`src/rtl/rpm_pkg.sv`:
```
package rpm_pkg;
  // one write port -> two copies per group
  localparam int COPIES = 2;
  localparam int CW     = $clog2(COPIES);
  typedef logic [CW-1:0] copy_t;

  // copy a write may use without colliding with the group's read
  function automatic copy_t idle_copy(input logic rd_busy, input copy_t rd_copy,
                                      input copy_t fresh);
    copy_t used;
    used = rd_busy ? rd_copy : fresh;
    return used ^ copy_t'(1);
  endfunction
endpackage

```
`src/rtl/rpm_bank.sv`:
```
module rpm_bank #(
  parameter int DW    = 16,
  parameter int DEPTH = 16,
  localparam int AW   = $clog2(DEPTH)
) (
  input  logic          clk,
  input  logic          rst,
  input  logic          en,
  input  logic          we,
  input  logic [AW-1:0] addr,
  input  logic [DW-1:0] wdata,
  output logic [DW-1:0] rdata
);
  logic [DW-1:0] mem [DEPTH];
  logic [DW-1:0] q;

  always_ff @(posedge clk) begin
    if (we) mem[addr] <= wdata;
    if (en) q <= mem[addr];
  end

  assign rdata = q;


  single_port_chk: assert property (@(posedge clk) disable iff (rst) !(en && we))
    else $error("bank read and write in one cycle");
endmodule

```
`src/rtl/rpm_ptr_table.sv`:
```
module rpm_ptr_table
  import rpm_pkg::*;
#(
  parameter int DEPTH  = 16,
  parameter int GROUPS = 2,
  localparam int AW    = $clog2(DEPTH)
) (
  input  logic                       clk,
  input  logic                       rst,
  input  logic [GROUPS-1:0][AW-1:0]  rd_addr,
  input  logic                       wr_en,
  input  logic [AW-1:0]              wr_addr,
  input  copy_t [GROUPS-1:0]         wr_copy,
  output copy_t [GROUPS-1:0]         rd_copy,
  output logic  [GROUPS-1:0]         rd_written,
  output copy_t [GROUPS-1:0]         wr_fresh
);
  copy_t [GROUPS-1:0] fresh_q [DEPTH];
  logic  [DEPTH-1:0]  written_q;

  always_ff @(posedge clk) begin
    if (rst) begin
      written_q <= '0;
      for (int r = 0; r < DEPTH; r++) fresh_q[r] <= '0;
    end else if (wr_en) begin
      written_q[wr_addr] <= 1'b1;
      fresh_q[wr_addr]   <= wr_copy;
    end
  end

  for (genvar g = 0; g < GROUPS; g++) begin : g_look
    assign rd_copy[g]    = fresh_q[rd_addr[g]][g];
    assign rd_written[g] = written_q[rd_addr[g]];
    assign wr_fresh[g]   = fresh_q[wr_addr][g];
  end
endmodule

```
`src/rtl/rpm_group.sv`:
```
module rpm_group
  import rpm_pkg::*;
#(
  parameter int DW    = 16,
  parameter int DEPTH = 16,
  localparam int AW   = $clog2(DEPTH)
) (
  input  logic          clk,
  input  logic          rst,
  input  logic          rd_en,
  input  logic [AW-1:0] rd_addr,
  input  copy_t         rd_copy,
  input  logic          rd_written,
  input  logic          wr_en,
  input  logic [AW-1:0] wr_addr,
  input  logic [DW-1:0] wr_data,
  input  copy_t         wr_fresh,
  output copy_t         wr_copy,
  output logic [DW-1:0] rd_data
);
  logic [DW-1:0] bank_q [COPIES];
  copy_t         sel_q;
  logic          vld_q;

  assign wr_copy = idle_copy(rd_en, rd_copy, wr_fresh);

  for (genvar c = 0; c < COPIES; c++) begin : g_copy
    logic          b_en, b_we;
    logic [AW-1:0] b_addr;
    assign b_en   = rd_en && (rd_copy == copy_t'(c));
    assign b_we   = wr_en && (wr_copy == copy_t'(c));
    assign b_addr = b_we ? wr_addr : rd_addr;
    rpm_bank #(.DW(DW), .DEPTH(DEPTH)) u_bank (
      .clk(clk), .rst(rst), .en(b_en), .we(b_we),
      .addr(b_addr), .wdata(wr_data), .rdata(bank_q[c])
    );
  end

  always_ff @(posedge clk) begin
    if (rst) begin
      sel_q <= '0;
      vld_q <= 1'b0;
    end else if (rd_en) begin
      sel_q <= rd_copy;
      vld_q <= rd_written;
    end
  end

  assign rd_data = vld_q ? bank_q[sel_q] : '0;


  idle_copy_chk: assert property (@(posedge clk) disable iff (rst)
    (rd_en && wr_en) |-> (wr_copy != rd_copy))
    else $error("write steered onto the copy being read");
endmodule

```
`src/rtl/rpm_mem2r1w.sv`:
```
module rpm_mem2r1w
  import rpm_pkg::*;
#(
  parameter int DW    = 16,
  parameter int DEPTH = 16,
  localparam int AW   = $clog2(DEPTH),
  localparam int GROUPS = 2
) (
  input  logic          clk,
  input  logic          rst,
  input  logic          rd_en0,
  input  logic [AW-1:0] rd_addr0,
  output logic [DW-1:0] rd_data0,
  input  logic          rd_en1,
  input  logic [AW-1:0] rd_addr1,
  output logic [DW-1:0] rd_data1,
  input  logic          wr_en,
  input  logic [AW-1:0] wr_addr,
  input  logic [DW-1:0] wr_data
);
  logic [GROUPS-1:0]         ren;
  logic [GROUPS-1:0][AW-1:0] raddr;
  logic [DW-1:0]             rdat [GROUPS];
  copy_t [GROUPS-1:0]        rcopy, wcopy, wfresh;
  logic  [GROUPS-1:0]        rwritten;

  assign ren   = {rd_en1, rd_en0};
  assign raddr = {rd_addr1, rd_addr0};

  rpm_ptr_table #(.DEPTH(DEPTH), .GROUPS(GROUPS)) u_table (
    .clk(clk), .rst(rst), .rd_addr(raddr), .wr_en(wr_en), .wr_addr(wr_addr),
    .wr_copy(wcopy), .rd_copy(rcopy), .rd_written(rwritten), .wr_fresh(wfresh)
  );

  for (genvar g = 0; g < GROUPS; g++) begin : g_grp
    rpm_group #(.DW(DW), .DEPTH(DEPTH)) u_grp (
      .clk(clk), .rst(rst), .rd_en(ren[g]), .rd_addr(raddr[g]),
      .rd_copy(rcopy[g]), .rd_written(rwritten[g]), .wr_en(wr_en),
      .wr_addr(wr_addr), .wr_data(wr_data), .wr_fresh(wfresh[g]),
      .wr_copy(wcopy[g]), .rd_data(rdat[g])
    );
  end

  assign rd_data0 = rdat[0];
  assign rd_data1 = rdat[1];


  unwritten_zero_chk: assert property (@(posedge clk) disable iff (rst)
    (rd_en0 && !rwritten[0]) |=> (rd_data0 == '0))
    else $error("unwritten row read nonzero");

  hold0_chk: assert property (@(posedge clk) disable iff (rst)
    (!rd_en0 && !$past(rst)) |=> $stable(rd_data0))
    else $error("port 0 data moved without a read");

  hold1_chk: assert property (@(posedge clk) disable iff (rst)
    (!rd_en1 && !$past(rst)) |=> $stable(rd_data1))
    else $error("port 1 data moved without a read");
endmodule

```
`config.mk`:
```
export PLATFORM = sky130hd
export DESIGN_NAME = rpm_mem2r1w
export DESIGN_NICKNAME = d
export VERILOG_FILES = /design/src/rtl/rpm_pkg.sv /design/src/rtl/rpm_bank.sv /design/src/rtl/rpm_ptr_table.sv /design/src/rtl/rpm_group.sv /design/src/rtl/rpm_mem2r1w.sv
export SDC_FILE = /design/constraint.sdc
export NUM_CORES = 1
export LEC_CHECK = 0
export ABC_CLOCK_PERIOD_IN_PS = 12380
export BUFFER_PORTS_ARGS = -buffer_cell sky130_fd_sc_hd__buf_2
export CORE_ASPECT_RATIO = 0.7
export CORE_MARGIN = 3
export CORE_UTILIZATION = 40
export CTS_CLUSTER_SIZE = 8
export DETAILED_ROUTE_END_ITERATION = 10
export GPL_TIMING_DRIVEN = 0
export SLEW_MARGIN = 20
export SYNTH_ARGS = -nofsm -noshare
export SYNTH_HDL_FRONTEND = slang
export SYNTH_SLANG_ARGS = --single-unit
```
`constraint.sdc`:
```
create_clock -name clk -period 12.38 [get_ports clk]
set_input_delay 2.476 -clock clk [delete_from_list [all_inputs] [get_ports clk]]
set_output_delay 2.476 -clock clk [all_outputs]
set_load 0.02 [all_outputs]
```
==> out/results.txt <==
Status -> finished clean
Cell Rows -> 102
Layout cells sized above 1 -> 13.8%
Hold crit path type -> reg -> reg
Vias/cell -> 6.13
GPL Wtd Cong -> 0.880
Dpl hpwl -> 89800 um
# IOs -> 65
Max Cap Viol -> 0
Clock Path Buffers -> 3
Req. time, crit path -> 12.72 ns
Area post-placement -> 48200 um2
Worst skew pair latency -> 0.77 ns
Port Buf Inserts -> 60
Initial Utilization -> 40.5%
Final Setup Violations -> 0
Nets -> 3135
R2R cell count -> 11
Die X -> 407 um
Root Driver -> clkbuf_16
Post-route DRC -> 0
Die area -> 116000 um2
Register area share after synthesis -> 75.7%
CP startpoint kind -> input port
Leakage power -> 0.0162 uW
Skew final -> 0.0216 ns
CP arrival -> 7.29 ns
Synth Net Count -> 2852
HP Start -> u_table.written_q[11]
Routed WL -> 133000 um
Commonest non-fill, non-tap cell in the layout -> edfxtp_1
Reg2Reg Setup Slack -> 7.53 ns
First-iteration detailed-routing DRC count -> 4283
Seq cells post-synth -> 1140
Final period util -> 56.1%
Routed via count -> 28200
Total track usage -> 22.7%
Largest net degree at the start of global routing -> 65
Area grow syn2layout -> 16.7%
Most frequent cells in the layout -> edfxtp_1, o21ai_0, a22oi_1
Mapped Area -> 44900 um2
VDD IR-drop max -> 0.000153 V
Slew @ Worst Pin -> 1.20 ns
Die height -> 286 um
Worst R2R End -> g_grp[0].u_grp.g_copy[1].u_bank.rdata[11]
Hold_ws -> 0.486 ns
Hold Vio Cnt, Final -> 0
CTS Buf Count -> 160
Crit path max fanout -> 10
P per Cell Area -> 169 nW/um2
Cell count after synthesis -> 2819
Post-CTS Setup Inserts -> 0
CTS sink cnt -> 1140
Grt ovf -> 0
CTS tree -> built
Post-layout min period -> 6.95 ns
Crit Reg-Reg Startpoint -> u_table.fresh_q[12][0]
Post-CTS resize count -> 0
CTS H-Tree Depth -> 4
Yosys top cell by area -> edfxtp_1
Vias in the first global route -> 26300
Initial antenna violation count -> 21
Placeable Area -> 111000 um2
Crit Path Class -> in -> reg
Synth cell types -> 51
Yosys top cell area share -> 74.8%
Yosys warning count -> 0
Finished Cell Area -> 52500 um2
Hold Path End -> u_table.written_q[11]
Hold Path Stages -> 2
Crit end category -> register
Hold buffer count at cts -> 0
Top cells by area, synth -> edfxtp_1, a22oi_1, a21boi_0
Max-slew violations -> 0
Power, Total -> 8880 uW
RSZ-0062 raised after global routing -> false
Register clock-pin slew on the reported worst setup and hold paths -> 0.05 ns
Normalized max-slew margin -> 20.3%
Util after Layout -> 47.2%
Post-route setup TNS -> 0 ns
First-pass detailed-route iteration total -> 5
Fmax -> 144 MHz
Post-DR wirelength/cell -> 28.9 um
Antenna-violating nets left -> 0
Syn avg cell area -> 15.9 um2
First-pass GRT wire length -> 190000 um
[registers in the layout, summed over array words and instances (netlist names)]
register and count:
g_grp.u_grp.g_copy.u_bank.rdata 64, g_grp.u_grp.vld_q 2, u_table.fresh_q 32, g_grp.u_grp.g_copy.u_bank.mem 1024, g_grp.u_grp.sel_q 2, u_table.written_q 16
[cell usage after synthesis, drive strengths merged]
library cell	n
buf	17
o41ai	48
nand3	14
nor3	12
o32ai	3
o31ai	2
or4	49
mux2i	45
and2	7
nand4	4
o21ai	273
o32a	1
or2	1
or3b	1
mux4	27
a21boi	241
a41oi	67
mux2	3
a21o	2
or3	2
a22o	1
a22oi	260
o211ai	4
o31a	2
o2111ai	16
o22ai	2
inv	20
nor2	114
nor2b	44
edfxtp	1120
nand2b	18
o311a	2
nor3b	2
nand2	32
a2111oi	16
dfxtp	20
and3	2
clkbuf	186
o21bai	4
a21oi	134
a31oi	1
[power breakdown]
group	total [uW]	internal [uW]	switching, uW
registers	4340	4320	16.2
clock network	3860	2310	1550
logic	684	176	509
total	8880	6800	2080
[worst max-delay path by stage]
| stage | depth (start not counted) | slack (ns) | end | start |
|---|---|---|---|---|
| floorplan | 9 | 6.75 | g_grp[1].u_grp.g_copy[0].u_bank.rdata[10] | rd_addr1[0] |
| global placement | 12 | 4.53 | g_grp[0].u_grp.g_copy[1].u_bank.rdata[10] | rd_addr0[0] |
| detailed placement | 12 | 4.76 | g_grp[0].u_grp.g_copy[1].u_bank.rdata[11] | rd_addr0[0] |
| CTS | 12 | 5.52 | g_grp[0].u_grp.g_copy[1].u_bank.rdata[11] | rd_addr0[0] |
| global route | 12 | 5.42 | g_grp[0].u_grp.g_copy[1].u_bank.rdata[7] | rd_addr0[0] |
| finish | 13 | 5.43 | g_grp[0].u_grp.g_copy[1].u_bank.rdata[11] | wr_addr[1] |
[worst max-delay path, cell delays in order]
cell	delay, ns
buf_2	0.13
buf_1	0.57
mux4_2	0.39
nand2_1	0.09
and3_1	0.17
clkbuf_1	0.20
buf_2	0.25
o21bai_1	0.49
clkbuf_1	0.55
clkbuf_1	0.48
a21boi_0	0.19
o41ai_1	0.80
o2111ai_1	0.52
[area by class of cell]
class                      instances  area (um2)
multi-input combinational       1456       10200
fill                            9506       58600
clock buffer                     183        4110
inverter                          20        75.1
clock inverter                    14         159
tap                             1456        1820
antenna                            4        10.0
buffer                           203         792
timing repair buffer             121        1200
sequential                      1140       34000
[metrics by stage]
step,instances,setup WS (ns)
floorplan,2819,6.75
global placement,4335,4.53
detailed placement,4396,4.76
CTS,4593,5.52
global route,4593,5.42
finish,4597,5.43
[kinds of logic after synthesis]
group	count (synthesis)	share of synthesized area [%]
compound gates	1079	16.4
flops	1140	75.7
buf+inv	223	1.93
mux	75	2.45
simple gates	302	3.50
[routing by layer]
layer | GRT usage, % | part of all wire, % | wire, um | vias to the layer above
met4 | 5.79 | 1.9 | 2570 | 6
met1 | 36.9 | 46 | 60800 | 14300
met5 | 0 | 0.047 | 62 | -
li1 | - | - | - | 12000
met2 | 29.1 | 40 | 52600 | 1670
met3 | 6.55 | 13 | 16800 | 184
Power figures use the tool's default switching activity.
